### src/rtl/lseq_pkg.sv
package lseq_pkg;
  typedef enum logic [1:0] {
    OP_BUS  = 2'b00,
    OP_WAIT = 2'b01,
    OP_LOOP = 2'b10,
    OP_END  = 2'b11
  } op_e;

  typedef enum logic [2:0] {
    S_IDLE,
    S_FETCH,
    S_DECODE,
    S_REQ,
    S_TRIG
  } st_e;

  localparam logic [1:0] RATE_BAD = 2'b11;
endpackage

### src/rtl/lseq_ram.sv
module lseq_ram #(
  parameter int WIDTH = 32,
  parameter int DEPTH = 64,
  localparam int AW = $clog2(DEPTH)
) (
  input  logic             clk,
  input  logic             we_i,
  input  logic [AW-1:0]    waddr_i,
  input  logic [WIDTH-1:0] wdata_i,
  input  logic [AW-1:0]    raddr_i,
  output logic [WIDTH-1:0] rdata_o
);
  logic [WIDTH-1:0] mem [DEPTH];

  always_ff @(posedge clk) begin
    if (we_i) mem[waddr_i] <= wdata_i;
    rdata_o <= mem[raddr_i];
  end
endmodule

### src/rtl/lseq_trig.sv
module lseq_trig (
  input  logic clk,
  input  logic rst,
  input  logic clr_i,
  input  logic trig_i,
  input  logic take_i,
  output logic seen_o
);
  logic pend_q;

  assign seen_o = pend_q | trig_i;

  always_ff @(posedge clk) begin
    if (rst || clr_i)  pend_q <= 1'b0;
    else if (take_i)   pend_q <= 1'b0;
    else if (trig_i)   pend_q <= 1'b1;
  end
endmodule

### src/rtl/lseq_ctrl.sv
module lseq_ctrl
  import lseq_pkg::*;
#(
  parameter int WIDTH = 32,
  parameter int DEPTH = 64,
  localparam int AW = $clog2(DEPTH)
) (
  input  logic             clk,
  input  logic             rst,
  input  logic             wr_i,
  input  logic             exec_i,
  input  logic             abort_i,
  input  logic [WIDTH-1:0] entry_i,
  input  logic             trig_seen_i,
  input  logic             eng_done_i,
  input  logic             eng_err_i,
  output logic             mem_we_o,
  output logic [AW-1:0]    mem_waddr_o,
  output logic [AW-1:0]    mem_raddr_o,
  output logic             trig_take_o,
  output logic             eng_req_o,
  output logic [WIDTH-1:0] eng_cmd_o,
  output logic             busy_o,
  output logic             err_o
);
  st_e           state;
  logic [AW:0]   wr_cnt;
  logic [AW:0]   rd_ptr;
  op_e           op;
  logic [1:0]    rate;
  logic          full;

  assign op          = op_e'(entry_i[WIDTH-1 -: 2]);
  assign rate        = entry_i[WIDTH-3 -: 2];
  assign full        = (wr_cnt == (AW+1)'(DEPTH));
  assign mem_we_o    = wr_i && !abort_i && (state == S_IDLE) && !full;
  assign mem_waddr_o = wr_cnt[AW-1:0];
  assign mem_raddr_o = rd_ptr[AW-1:0];
  assign trig_take_o = (state == S_TRIG) && trig_seen_i && !abort_i;

  always_ff @(posedge clk) begin
    if (rst) begin
      state     <= S_IDLE;
      wr_cnt    <= '0;
      rd_ptr    <= '0;
      eng_req_o <= 1'b0;
      eng_cmd_o <= '0;
      busy_o    <= 1'b0;
      err_o     <= 1'b0;
    end else if (abort_i) begin
      state     <= S_IDLE;
      wr_cnt    <= '0;
      rd_ptr    <= '0;
      eng_req_o <= 1'b0;
      busy_o    <= 1'b0;
    end else begin
      if (mem_we_o) wr_cnt <= wr_cnt + 1'b1;
      unique case (state)
        S_IDLE: begin
          if (exec_i) begin
            rd_ptr <= '0;
            busy_o <= 1'b1;
            err_o  <= 1'b0;
            state  <= S_FETCH;
          end
        end
        S_FETCH: begin
          if (rd_ptr == wr_cnt) begin
            busy_o <= 1'b0;
            state  <= S_IDLE;
          end else begin
            state  <= S_DECODE;
          end
        end
        S_DECODE: begin
          unique case (op)
            OP_BUS: begin
              if (rate == RATE_BAD) begin
                err_o  <= 1'b1;
                busy_o <= 1'b0;
                state  <= S_IDLE;
              end else begin
                eng_req_o <= 1'b1;
                eng_cmd_o <= entry_i;
                state     <= S_REQ;
              end
            end
            OP_WAIT: state <= S_TRIG;
            OP_LOOP: begin
              rd_ptr <= '0;
              state  <= S_FETCH;
            end
            OP_END: begin
              busy_o <= 1'b0;
              state  <= S_IDLE;
            end
          endcase
        end
        S_REQ: begin
          if (eng_done_i) begin
            eng_req_o <= 1'b0;
            if (eng_err_i) begin
              err_o  <= 1'b1;
              busy_o <= 1'b0;
              state  <= S_IDLE;
            end else begin
              rd_ptr <= rd_ptr + 1'b1;
              state  <= S_FETCH;
            end
          end
        end
        S_TRIG: begin
          if (trig_seen_i) begin
            rd_ptr <= rd_ptr + 1'b1;
            state  <= S_FETCH;
          end
        end
        default: state <= S_IDLE;
      endcase
    end
  end
endmodule

### src/rtl/list_seq.sv
module list_seq #(
  parameter int WIDTH = 32,
  parameter int DEPTH = 64
) (
  input  logic             clk,
  input  logic             rst,
  input  logic             list_wr_i,
  input  logic [WIDTH-1:0] list_data_i,
  input  logic             exec_i,
  input  logic             abort_i,
  input  logic             trig_i,
  output logic             eng_req_o,
  output logic [WIDTH-1:0] eng_cmd_o,
  input  logic             eng_done_i,
  input  logic             eng_err_i,
  output logic             busy_o,
  output logic             err_o
);
  localparam int AW = $clog2(DEPTH);

  logic             mem_we;
  logic [AW-1:0]    mem_waddr;
  logic [AW-1:0]    mem_raddr;
  logic [WIDTH-1:0] mem_rdata;
  logic             trig_seen;
  logic             trig_take;

  lseq_ram #(.WIDTH(WIDTH), .DEPTH(DEPTH)) ram_i (
    .clk     (clk),
    .we_i    (mem_we),
    .waddr_i (mem_waddr),
    .wdata_i (list_data_i),
    .raddr_i (mem_raddr),
    .rdata_o (mem_rdata)
  );

  lseq_trig trig_i0 (
    .clk    (clk),
    .rst    (rst),
    .clr_i  (abort_i),
    .trig_i (trig_i),
    .take_i (trig_take),
    .seen_o (trig_seen)
  );

  lseq_ctrl #(.WIDTH(WIDTH), .DEPTH(DEPTH)) ctrl_i (
    .clk         (clk),
    .rst         (rst),
    .wr_i        (list_wr_i),
    .exec_i      (exec_i),
    .abort_i     (abort_i),
    .entry_i     (mem_rdata),
    .trig_seen_i (trig_seen),
    .eng_done_i  (eng_done_i),
    .eng_err_i   (eng_err_i),
    .mem_we_o    (mem_we),
    .mem_waddr_o (mem_waddr),
    .mem_raddr_o (mem_raddr),
    .trig_take_o (trig_take),
    .eng_req_o   (eng_req_o),
    .eng_cmd_o   (eng_cmd_o),
    .busy_o      (busy_o),
    .err_o       (err_o)
  );
endmodule

### config.mk
export PLATFORM = sky130hd
export DESIGN_NAME = list_seq
export DESIGN_NICKNAME = d
export VERILOG_FILES = /design/src/rtl/lseq_pkg.sv /design/src/rtl/lseq_ram.sv /design/src/rtl/lseq_trig.sv /design/src/rtl/lseq_ctrl.sv /design/src/rtl/list_seq.sv
export SDC_FILE = /design/constraint.sdc
export NUM_CORES = 2
export LEC_CHECK = 0
export CAP_MARGIN = 20
export CORE_MARGIN = 5
export CORE_UTILIZATION = 63
export DETAILED_ROUTE_END_ITERATION = 16
export DONT_BUFFER_PORTS = 1
export PLACE_DENSITY = 0.79
export SLEW_MARGIN = 40
export SYNTH_ARGS = -nofsm -noshare
export SYNTH_HDL_FRONTEND = slang
export SYNTH_SLANG_ARGS = --single-unit
### constraint.sdc
create_clock -name clk -period 4.55 [get_ports clk]
set_input_delay 0.455 -clock clk [delete_from_list [all_inputs] [get_ports clk]]
set_output_delay 0.455 -clock clk [all_outputs]
set_load 0.05 [all_outputs]
==> run metrics <==
Tmin final about 3500 ps; fraction of layout cells with a size suffix above 1 24.9%; dominant cell type by area after synthesis edfxtp_1; max frequency 285 MHz; Area Overhead vs Synth 13.4%; final hold vios 0; CP max stage delay approximately 850 ps; fin crit share 77.2%; Area contributors post-synth edfxtp_1, mux4_2, mux2i_1, dfxtp_1, o22ai_1; setup TNS 0 ps; Post-synth top flop edfxtp_1; Hold Slack 7.01 ps; Slew @ Worst Pin around 950 ps; initial antenna violation count 8; first-pass GRT wire length 304000 um; total gr overflow 0; final core occ just over 70%; io pins 75; Mapped Cells about 3900; slew margin rel. roughly 37%; worst hold stages 1; hold_buf cts 56; crit end category flop; clk sinks between 2000 and 2500; DR WL/cell 36.1 um; H-tree depth 4; kind of critical path flop to flop; Worst Hold End ram_i.mem[5][22]; fin. max-slew vios 0; CTS Root Buffer Type clkbuf_16; Initial Util 63.5%; PostCTS Resize Cnt 0; DRT Pass-1 Iters 7; Final Skew 35.3 ps; GP Congestion 0.871; ordered list of cells on the worst path buf_12, buf_4, buf_4, mux4_2, o22ai_1, a211oi_1, a211oi_1, o21ai_0; row count 131; power per cell area 430 mW/mm^2; FF-to-FF End ram_i.rdata_o[14]; DP HPWL around 120000 um; CTS tree yes; r2r setup slk 1040 ps; unrepaired setup endpoints after global routing false; share of the synthesized area in the top cell type 75.7%; Synth Cell Area 0.0812 mm^2; vias in the first global route 41400; IO Port Bufs 0; EDFF count, synth a little over 2000; Vias 42300; Max clock buf depth 3; Clock Latency Late Sink between 800 and 900 ps; post-synthesis register bit count 2133; max-cap viol count 0; top-count cell post-synth edfxtp_1; die width 369 um; CP required 5230 ps; core area between 0.1 and 0.15 mm^2; Worst R2R Start ctrl_i.rd_ptr[1]; Post-Syn Nets 3902; synth cell count leaders edfxtp_1, mux4_2, mux2i_1, nor2_1, nand2_1; crit path max fanout 26; Yosys cell types 59; First DRT Iteration DRCs 7049; status completed; slowest CP cell dfxtp_4; Post-route DRC 0; Clock transition at path regs 60 ps; part of the Yosys area used for sequential elements 77.8%; total CTS buffers 200; drt via density 7.19; Post-CTS Setup Inserts 0; DIE HEIGHT 369 um; largest net degree at the start of global routing 65; Pleak ~28 nW; Die ar. 0.136 mm^2; worst reg2reg path depth 8; Final Setup Violations 0; post-route ant nets 0; Hold Crit Start list_data_i[22]; DRT Wirelength 213000 um; crit start category flop; IR drop worst, VDD 0.456 mV; nets@finish approximately 4100; GRT Overall Usage 31.5%; Yosys Warn Count 0; Hold Path Class input port to flop; syn_area_per_cell approximately 21 um^2; ys async rst share 0%; CP arrival 4190 ps
[per-layer routing]
layer,global-route usage [%],vias to the layer above,share of wire [%]
li1,-,16500,-
met1,44.9,21900,35
met2,47.2,3500,46
met3,10.3,451,15
met4,10.7,12,3.9
met5,0,-,0.036
[report_power, final]
group | leakage (nW) | total (mW) | switching (mW) | internal, mW
Sequential | 19.1 | 21.6 | 0.0626 | 21.5
Clock | 3.29 | 17.0 | 7.17 | 9.85
Combinational | 5.62 | 1.01 | 0.678 | 0.328
[critical path, delay by kind of cell (launching register included)]
family,cells,cell delay (ps)
flops,1,850
mux,1,550
buf+inv,3,1020
compound gates,4,900
[how the worst max path moves through the flow]
stage                           startpoint                 to  slack [ps]  cells after the start
after floorplan           ctrl_i.wr_cnt[3]   ram_i.mem[56][0]        1290                      7
after global placement    ctrl_i.rd_ptr[1]   ram_i.rdata_o[6]         550                      7
after detailed placement  ctrl_i.rd_ptr[1]   ram_i.rdata_o[2]        1000                      7
after CTS                 ctrl_i.rd_ptr[1]   ram_i.rdata_o[2]         990                      7
after global routing      ctrl_i.rd_ptr[1]  ram_i.rdata_o[14]         930                      8
final                     ctrl_i.rd_ptr[1]  ram_i.rdata_o[14]        1040                      8
[final cells by class]
type | instances | area (um^2)
Multi-Input combinational cell | 1486 | 17300
Timing Repair Buffer | 221 | 2750
Fill cell | 6900 | 35700
Clock buffer | 274 | 5680
Antenna cell | 2 | 5.00
Sequential cell | 2133 | 63200
Tap cell | 1662 | 2080
Clock inverter | 100 | 1020
Inverter | 10 | 38.8
[layout by cell type, fill, tap and decap left out, drive strengths merged, types with 3 or more instances in the layout]
cell type       n
edfxtp       2048
mux4          416
clkbuf        274
buf           197
mux2i         192
nor2          141
nand2         125
o22ai         117
dfxtp          85
clkinv         73
a211oi         57
a21oi          54
a22oi          48
o21ai          43
mux2           33
nor3           30
o31ai          24
dlygate4sd3    23
o221ai         21
bufinv         20
nand2b         19
nor2b          19
a2111oi        19
a22o           18
and3           14
inv            14
a221o          11
xor2           11
a41oi          11
o32ai          11
or2             8
nand3           7
or4             6
a21o            5
or3             4
nand3b          3
ha              3
clkinvlp        3
[sequential cells by signal, indices dropped and copies added (netlist names), 3 cells and up]
signal            cells
ram_i.mem          2048
ctrl_i.eng_cmd_o     32
ram_i.rdata_o        32
ctrl_i.rd_ptr         7
ctrl_i.wr_cnt         7
ctrl_i.state          3
[cell families after synthesis]
kind of cell | count (synthesis) | synth area share (%)
simple gates | 386 | 2.14
buf+inv | 240 | 1.65
compound gates | 443 | 3.83
fa+ha+maj | 3 | 0.0462
flops | 2133 | 77.8
xor+xnor | 13 | 0.140
mux | 641 | 14.4
[stage by stage]
step	setup WS (ps)	cell area, um^2	power (mW)	std cells
after floorplan	1290	81200	22.3	3859
after global placement	555	84000	22.5	5450
after detailed placement	1000	84200	22.5	5456
after CTS	994	92100	39.7	5886
after global routing	929	92100	40.6	5886
final	1040	92100	39.6	5888
(Power assumes the default switching activity.)
